--- src/rtl/memsel_pkg.sv ---
package memsel_pkg;

  typedef enum logic [1:0] {
    FLD_LO   = 2'd0,
    FLD_HI   = 2'd1,
    FLD_EN   = 2'd2,
    FLD_RSVD = 2'd3
  } fld_e;

  function automatic logic spans_meet(
    input logic [15:0] a_lo, input logic [15:0] a_hi,
    input logic [15:0] b_lo, input logic [15:0] b_hi);
    return (a_lo <= b_hi) && (b_lo <= a_hi);
  endfunction

endpackage

--- src/rtl/memsel_window.sv ---
module memsel_window
  import memsel_pkg::*;
#(
  parameter int ADDR_W = 16,
  parameter int IDX_W  = 4,
  parameter int MY_IDX = 0
) (
  input  logic              clk,
  input  logic              rst_n,
  input  logic              cfg_we,
  input  logic [IDX_W+1:0]  cfg_addr,
  input  logic [ADDR_W-1:0] cfg_wdata,
  input  logic [ADDR_W-1:0] addr,
  output logic [ADDR_W-1:0] lo_o,
  output logic [ADDR_W-1:0] hi_o,
  output logic              valid_o,
  output logic              hit_o
);

  logic              wr_sel;
  logic [ADDR_W-1:0] lo_q, lo_d, hi_q, hi_d;
  logic              en_q, en_d;

  assign wr_sel = cfg_we && (cfg_addr[IDX_W+1:2] == IDX_W'(MY_IDX));

  always_comb begin
    lo_d = lo_q;
    hi_d = hi_q;
    en_d = en_q;
    if (wr_sel) begin
      case (fld_e'(cfg_addr[1:0]))
        FLD_LO:  lo_d = cfg_wdata;
        FLD_HI:  hi_d = cfg_wdata;
        FLD_EN:  en_d = cfg_wdata[0];
        default: ;
      endcase
    end
  end

  always_ff @(posedge clk or negedge rst_n) begin
    if (!rst_n) begin
      lo_q <= '0;
      hi_q <= '0;
      en_q <= 1'b0;
    end else if (wr_sel) begin
      lo_q <= lo_d;
      hi_q <= hi_d;
      en_q <= en_d;
    end
  end

  assign lo_o    = lo_q;
  assign hi_o    = hi_q;
  assign valid_o = en_q && (lo_q <= hi_q);
  assign hit_o   = valid_o && (addr >= lo_q) && (addr <= hi_q);


  lo_wr_chk: assert property (@(posedge clk) disable iff (!rst_n)
    (wr_sel && cfg_addr[1:0] == 2'd0) |=> (lo_o == $past(cfg_wdata)));


  hi_wr_chk: assert property (@(posedge clk) disable iff (!rst_n)
    (wr_sel && cfg_addr[1:0] == 2'd1) |=> (hi_o == $past(cfg_wdata)));

endmodule

--- src/rtl/memsel_cfg_check.sv ---
module memsel_cfg_check
  import memsel_pkg::*;
#(
  parameter int ADDR_W   = 16,
  parameter int N_PRI    = 4,
  parameter int N_SEC    = 2,
  parameter int N_SRAM   = 2,
  parameter int PRI_SPAN = 16384,
  parameter int SEC_SPAN = 8192,
  localparam int SEC0    = N_PRI,
  localparam int TOP0    = N_PRI + N_SEC,
  localparam int IO_IDX  = TOP0 + N_SRAM,
  localparam int N_WIN   = IO_IDX + 2
) (
  input  logic                         clk,
  input  logic                         rst_n,
  input  logic                         cfg_we,
  input  logic [N_WIN-1:0][ADDR_W-1:0] lo_i,
  input  logic [N_WIN-1:0][ADDR_W-1:0] hi_i,
  input  logic [N_WIN-1:0]             valid_i,
  output logic                         err_pri_o,
  output logic                         err_sec_o,
  output logic                         err_top_o,
  output logic                         err_size_o
);

  logic       dirty_q, dirty_d;
  logic [3:0] err_q, err_d;
  logic       pri_ov, sec_ov, top_ov, size_bad;

  function automatic int top_group(input int idx);
    return (idx < IO_IDX) ? 0 : (idx - IO_IDX + 1);
  endfunction

  always_comb begin
    logic [ADDR_W:0] span;
    pri_ov   = 1'b0;
    sec_ov   = 1'b0;
    top_ov   = 1'b0;
    size_bad = 1'b0;
    span     = '0;
    for (int i = 0; i < N_WIN; i++) begin
      for (int j = i + 1; j < N_WIN; j++) begin
        if (valid_i[i] && valid_i[j] && spans_meet(lo_i[i], hi_i[i], lo_i[j], hi_i[j])) begin
          if (j < SEC0) pri_ov = 1'b1;
          else if (i >= SEC0 && j < TOP0) sec_ov = 1'b1;
          else if (i >= TOP0 && top_group(i) != top_group(j)) top_ov = 1'b1;
        end
      end
      if (i < TOP0 && valid_i[i]) begin
        span = {1'b0, hi_i[i]} - {1'b0, lo_i[i]} + 1'b1;
        if (i < SEC0) begin
          if (span > (ADDR_W+1)'(PRI_SPAN)) size_bad = 1'b1;
        end else begin
          if (span > (ADDR_W+1)'(SEC_SPAN)) size_bad = 1'b1;
        end
      end
    end
  end

  always_comb begin
    dirty_d = cfg_we;
    err_d   = {pri_ov, sec_ov, top_ov, size_bad};
  end

  always_ff @(posedge clk or negedge rst_n) begin
    if (!rst_n) dirty_q <= 1'b0;
    else        dirty_q <= dirty_d;
  end

  always_ff @(posedge clk or negedge rst_n) begin
    if (!rst_n)       err_q <= '0;
    else if (dirty_q) err_q <= err_d;
  end

  assign {err_pri_o, err_sec_o, err_top_o, err_size_o} = err_q;


  err_hold_chk: assert property (@(posedge clk) disable iff (!rst_n)
    !dirty_q |=> $stable(err_q));


  err_track_chk: assert property (@(posedge clk) disable iff (!rst_n)
    (dirty_q && !cfg_we) |=> (err_q == $past(err_d)));

endmodule

--- src/rtl/memsel_arbiter.sv ---
module memsel_arbiter #(
  parameter int N_PRI  = 4,
  parameter int N_SEC  = 2,
  parameter int N_SRAM = 2,
  localparam int SEC0   = N_PRI,
  localparam int TOP0   = N_PRI + N_SEC,
  localparam int IO_IDX = TOP0 + N_SRAM,
  localparam int N_WIN  = IO_IDX + 2
) (
  input  logic [N_WIN-1:0] hit_i,
  output logic [N_PRI-1:0] pri_sel_o,
  output logic [N_SEC-1:0] sec_sel_o,
  output logic             sram_sel_o,
  output logic             io_sel_o,
  output logic             pio_sel_o,
  output logic             none_sel_o
);

  logic             top_any, sec_any, pri_any, sram_hit;
  logic [N_PRI-1:0] pri_first;
  logic [N_SEC-1:0] sec_first;

  assign sram_hit = |hit_i[IO_IDX-1:TOP0];
  assign top_any  = |hit_i[N_WIN-1:TOP0];
  assign sec_any  = |hit_i[TOP0-1:SEC0];
  assign pri_any  = |hit_i[SEC0-1:0];

  always_comb begin
    logic found;
    pri_first = '0;
    found     = 1'b0;
    for (int i = 0; i < N_PRI; i++) begin
      if (!found && hit_i[i]) begin
        pri_first[i] = 1'b1;
        found        = 1'b1;
      end
    end
  end

  always_comb begin
    logic found;
    sec_first = '0;
    found     = 1'b0;
    for (int i = 0; i < N_SEC; i++) begin
      if (!found && hit_i[SEC0+i]) begin
        sec_first[i] = 1'b1;
        found        = 1'b1;
      end
    end
  end

  assign sram_sel_o = sram_hit;
  assign io_sel_o   = hit_i[IO_IDX] && !sram_hit;
  assign pio_sel_o  = hit_i[IO_IDX+1] && !sram_hit && !hit_i[IO_IDX];
  assign sec_sel_o  = top_any ? '0 : sec_first;
  assign pri_sel_o  = (top_any || sec_any) ? '0 : pri_first;
  assign none_sel_o = !(top_any || sec_any || pri_any);

endmodule

--- src/rtl/memsel_resolver.sv ---
module memsel_resolver #(
  parameter int ADDR_W   = 16,
  parameter int N_PRI    = 4,
  parameter int N_SEC    = 2,
  parameter int N_SRAM   = 2,
  parameter int PRI_SPAN = 16384,
  parameter int SEC_SPAN = 8192,
  localparam int N_WIN   = N_PRI + N_SEC + N_SRAM + 2,
  localparam int IDX_W   = $clog2(N_WIN),
  localparam int SEC0    = N_PRI
) (
  input  logic              clk,
  input  logic              rst_n,
  input  logic              cfg_we,
  input  logic [IDX_W+1:0]  cfg_addr,
  input  logic [ADDR_W-1:0] cfg_wdata,
  input  logic [ADDR_W-1:0] addr,
  input  logic              vcc_below_bat,
  input  logic              stby_en,
  output logic [N_PRI-1:0]  pri_sel_o,
  output logic [N_SEC-1:0]  sec_sel_o,
  output logic              sram_sel_o,
  output logic              io_sel_o,
  output logic              pio_sel_o,
  output logic              none_sel_o,
  output logic              err_pri_ovl_o,
  output logic              err_sec_ovl_o,
  output logic              err_top_ovl_o,
  output logic              err_size_o,
  output logic              batt_on_o
);

  logic [1:0]                   rst_pipe_q;
  logic                         rst_n_s;
  logic [N_WIN-1:0][ADDR_W-1:0] lo_w, hi_w;
  logic [N_WIN-1:0]             valid_w, hit_w;

  always_ff @(posedge clk or negedge rst_n) begin
    if (!rst_n) rst_pipe_q <= '0;
    else        rst_pipe_q <= {rst_pipe_q[0], 1'b1};
  end
  assign rst_n_s = rst_pipe_q[1];

  for (genvar g = 0; g < N_WIN; g++) begin : g_win
    memsel_window #(
      .ADDR_W (ADDR_W),
      .IDX_W  (IDX_W),
      .MY_IDX (g)
    ) u_win (
      .clk       (clk),
      .rst_n     (rst_n_s),
      .cfg_we    (cfg_we),
      .cfg_addr  (cfg_addr),
      .cfg_wdata (cfg_wdata),
      .addr      (addr),
      .lo_o      (lo_w[g]),
      .hi_o      (hi_w[g]),
      .valid_o   (valid_w[g]),
      .hit_o     (hit_w[g])
    );
  end

  memsel_arbiter #(
    .N_PRI  (N_PRI),
    .N_SEC  (N_SEC),
    .N_SRAM (N_SRAM)
  ) u_arb (
    .hit_i      (hit_w),
    .pri_sel_o  (pri_sel_o),
    .sec_sel_o  (sec_sel_o),
    .sram_sel_o (sram_sel_o),
    .io_sel_o   (io_sel_o),
    .pio_sel_o  (pio_sel_o),
    .none_sel_o (none_sel_o)
  );

  memsel_cfg_check #(
    .ADDR_W   (ADDR_W),
    .N_PRI    (N_PRI),
    .N_SEC    (N_SEC),
    .N_SRAM   (N_SRAM),
    .PRI_SPAN (PRI_SPAN),
    .SEC_SPAN (SEC_SPAN)
  ) u_chk (
    .clk        (clk),
    .rst_n      (rst_n_s),
    .cfg_we     (cfg_we),
    .lo_i       (lo_w),
    .hi_i       (hi_w),
    .valid_i    (valid_w),
    .err_pri_o  (err_pri_ovl_o),
    .err_sec_o  (err_sec_ovl_o),
    .err_top_o  (err_top_ovl_o),
    .err_size_o (err_size_o)
  );

  assign batt_on_o = vcc_below_bat && stby_en;


  sel_onehot_chk: assert property (@(posedge clk) disable iff (!rst_n_s)
    $onehot({pri_sel_o, sec_sel_o, sram_sel_o, io_sel_o, pio_sel_o, none_sel_o}));


  pri_yield_chk: assert property (@(posedge clk) disable iff (!rst_n_s)
    (|pri_sel_o) |-> (hit_w[N_WIN-1:SEC0] == '0));


  none_chk: assert property (@(posedge clk) disable iff (!rst_n_s)
    none_sel_o |-> (hit_w == '0));


  batt_chk: assert property (@(posedge clk) disable iff (!rst_n_s)
    batt_on_o |-> vcc_below_bat);

endmodule

--- config.mk ---
export PLATFORM = sky130hd
export DESIGN_NAME = memsel_resolver
export DESIGN_NICKNAME = d
export VERILOG_FILES = /design/src/rtl/memsel_pkg.sv /design/src/rtl/memsel_window.sv /design/src/rtl/memsel_cfg_check.sv /design/src/rtl/memsel_arbiter.sv /design/src/rtl/memsel_resolver.sv
export SDC_FILE = /design/constraint.sdc
export NUM_CORES = 2
export LEC_CHECK = 0
export BUFFER_PORTS_ARGS = -buffer_cell sky130_fd_sc_hd__buf_2
export CORE_MARGIN = 3
export CORE_UTILIZATION = 45
export CTS_BUF_LIST = sky130_fd_sc_hd__clkbuf_2
export DETAILED_ROUTE_END_ITERATION = 6
export PLACE_DENSITY = 0.58
export SYNTH_ARGS = -nofsm -noshare
export SYNTH_HDL_FRONTEND = slang
export SYNTH_SLANG_ARGS = --single-unit
--- constraint.sdc ---
create_clock -name clk -period 26.1 [get_ports clk]
set_clock_uncertainty 0.15 [all_clocks]
set_input_delay 1.305 -clock clk [delete_from_list [all_inputs] [get_ports clk]]
set_output_delay 1.305 -clock clk [all_outputs]
set_load 0.05 [all_outputs]
==> impl_metrics.ini <==
[run_status]
status = finished, final reports clean

[detailed_routing]
remaining_drc_errors = 0
drt_iter0_drc = 2530
firstDrtPassIters = 6
vias = 33000
ant_nets = 0
viasPerCell = 5.95
wl_per_cell_um = 23.6
wirelength_mm = 131

[timing]
min_period_over_period = 0.257
relSlewSlack = 0.188
slew_viol_final = 0
fin_setup_tns_ps = 0
rsz0062_at_grt = no
finalHoldViolCount = 0
finalSetupViolCount = 0
fin_crit_ps = 6720
max_freq_ghz = 0.149
max_slew.worst_pin.slew_ps = 1220

[synth]
synth_compound_area_frac = 0.195
synthMuxAreaShare = 0.0540
syn_area_um2 = 38100
synth_area_leader_cell = ha_1
synth_area_leaders = ha_1 34%, dfrtp_1 22%, mux2_2 5.3%
ys.flop_type = dfrtp_1
synth-warning-count = 0
synth-xor-area-share = 0.00782
synth.distinct_cells = 77
yosys.area_share.simple = 0.127
synthCells = 4221
ys_ff_latch = 337
syn_nets = 5316
yosysSeqAreaShare = 0.222
avgSynthCellArea_um2 = 9.02
yosysMostFrequentCell = ha_1
synth_commonest_cells = 1043 x ha_1, 382 x inv_1, 339 x o21ai_0
synth_edf_count = 0
synth_adder_area_share = 0.348
synth_top_area_frac = 0.343
synth_top_family_by_area = adder cells
async_reset_ff_frac = 1.00

[clocking]
cts_hold_buf = 2
cts_inserted_buffers = 103
post_cts_resized = 0
cts-root-buf = clkbuf_2
cts_tree = built
cts_buffer_depth = 3
clk_latency_ps = 1240
clkTransAtPathRegs_ps = 100
cts_setup_buffers = 0
clock-sinks = 337
cts_max_level = 3

[placement]
dpl.hpwl_mm = 98.4
port_buffers = 57
gp_congestion = 0.961
dp.cells = 5349
placed_cell_area_um2 = 39700

[worst_setup_path]
crit_type = reg2out
crit_required_ps = 24650
cp.arrival_ps = 5260
crit_fanout = 5
cp-start-kind = flop
critPathCaptureType = primary output

[floorplan]
fp-row-count = 106
core_um2 = 83700
dieArea_um2 = 88100
io_pins = 58
initial_core_util = 0.455
die_w_um = 297
die_h_um = 297

[flow_run]
cap_violations = 0

[pwr]
p_per_area_nw_per_um2 = 68.5
p_leak_nw = 20.5
peakVddDrop_mv = 0.0315

[grt]
antenna_found_initial = 9
grt_start_max_net_pins = 156
grt_pass1_wl_mm = 197
grt.total_usage = 0.291
overflow = 0
grt_pass1_vias = 31800

[layout]
drive_above_1_share = 0.102
final_nets = 5417
areaGrowthSynthToFinish_pct = 6.78
instances_no_fill = 5545
fin_area_um2 = 40600

[worst_hold_path]
min_path_type = reg2async
-- stage by stage --
| step | hold slack [ps] | util | power, W | worst slack (ps) |
|---|---|---|---|---|
| finish | 173 | 0.486 | 0.00278 | 19380 |
| detailed placement | 187 | 0.474 | 0.00233 | 19430 |
| global route | 214 | 0.486 | 0.00305 | 19140 |
| floorplan | 181 | - | 0.00185 | 15860 |
| CTS | 150 | 0.486 | 0.00278 | 19290 |
| global placement | 184 | 0.474 | 0.00230 | 19430 |
-- area by class of cell --
class / count / area [um^2]
Fill cell: 8083 / 43000
Multi-Input combinational cell: 3414 / 27900
Sequential cell: 337 / 8440
Inverter: 382 / 1430
Tap cell: 1134 / 1420
Clock buffer: 152 / 761
Timing Repair Buffer: 84 / 518
Clock inverter: 37 / 175
Antenna cell: 5 / 12.5
-- critical path, cell delays in order, from the launching register on --
cell and delay (ps):
dfrtp_1 480, ha_1 360, nor2b_1 150, o21a_1 160, o21a_1 160, o21ai_0 200, a211oi_1 110, o41ai_1 810
inv_1 210, nor3_1 630, or4_4 350, and4b_1 210, buf_2 210
-- worst paths after layout --
kind / slack [ps] / end / start / cells past startpoint
setup / recovery: 19380 / pri_sel_o[3] / g_win[4].u_win.lo_o[1] / 12
hold / removal: 170 / g_win[6].u_win.lo_o[5] / rst_pipe_q[1] / 0
setup reg to reg: 21190 / u_chk.err_q[0] / g_win[1].u_win.hi_o[1] / 16
hold reg to reg: 170 / g_win[6].u_win.lo_o[5] / rst_pipe_q[1] / 0
max in group asynchronous: 24100 / g_win[0].u_win.lo_o[7] / rst_pipe_q[1] / 1
min in group clk: 210 / rst_pipe_q[1] / rst_pipe_q[0] / 0
-- layout by cell type, fill, tap and decap left out, types with 27 or more instances in the layout --
cell type / Yosys / final
a211oi_1: 51 / 51
a21o_1: 193 / 193
a21oi_1: 249 / 249
buf_2: 0 / 57
clkbuf_2: 1 / 152
dfrtp_1: 337 / 336
ha_1: 1043 / 1043
inv_1: 382 / 382
mux2_2: 179 / 179
nand2_1: 296 / 296
nand2b_1: 51 / 51
nand3_1: 63 / 63
nand4_1: 148 / 148
nor2_1: 187 / 178
nor2b_1: 72 / 72
nor3_1: 51 / 51
nor4_1: 29 / 29
o211ai_1: 27 / 27
o21a_1: 101 / 101
o21ai_0: 339 / 339
-- where the power goes --
part           internal [W]  switching, W  total, W
sequential         0.000605      0.000122  0.000727
combinational      0.000669      0.000953   0.00162
clock              0.000160      0.000276  0.000436
total               0.00143       0.00135   0.00278
-- cell families after synthesis --
kind of cell,Yosys count
XOR/XNOR,34
buffers and inverters,470
AO/OA/AOI/OAI,1168
AND/OR/NAND/NOR,974
multiplexers,183
adder cells (fa/ha/maj),1054
other,1
flip-flops,337
-- metal layers --
metal / vias to the layer above / GRT usage / wire (um)
met5: - / 0 / 23
met4: 4 / 0.103 / 4640
met3: 217 / 0.0439 / 9080
met2: 1030 / 0.456 / 56900
met1: 15800 / 0.408 / 60100
li1: 15900 / - / -
-- state kept, by name, summed over array words and instances (netlist names) --
register / count
u_chk.dirty_q: 1
g_win.u_win.hi_o: 160
g_win.u_win.en_q: 10
u_chk.err_q: 4
g_win.u_win.lo_o: 160
rst_pipe_q: 2
Note: power is estimated with default switching activity, not from simulation.
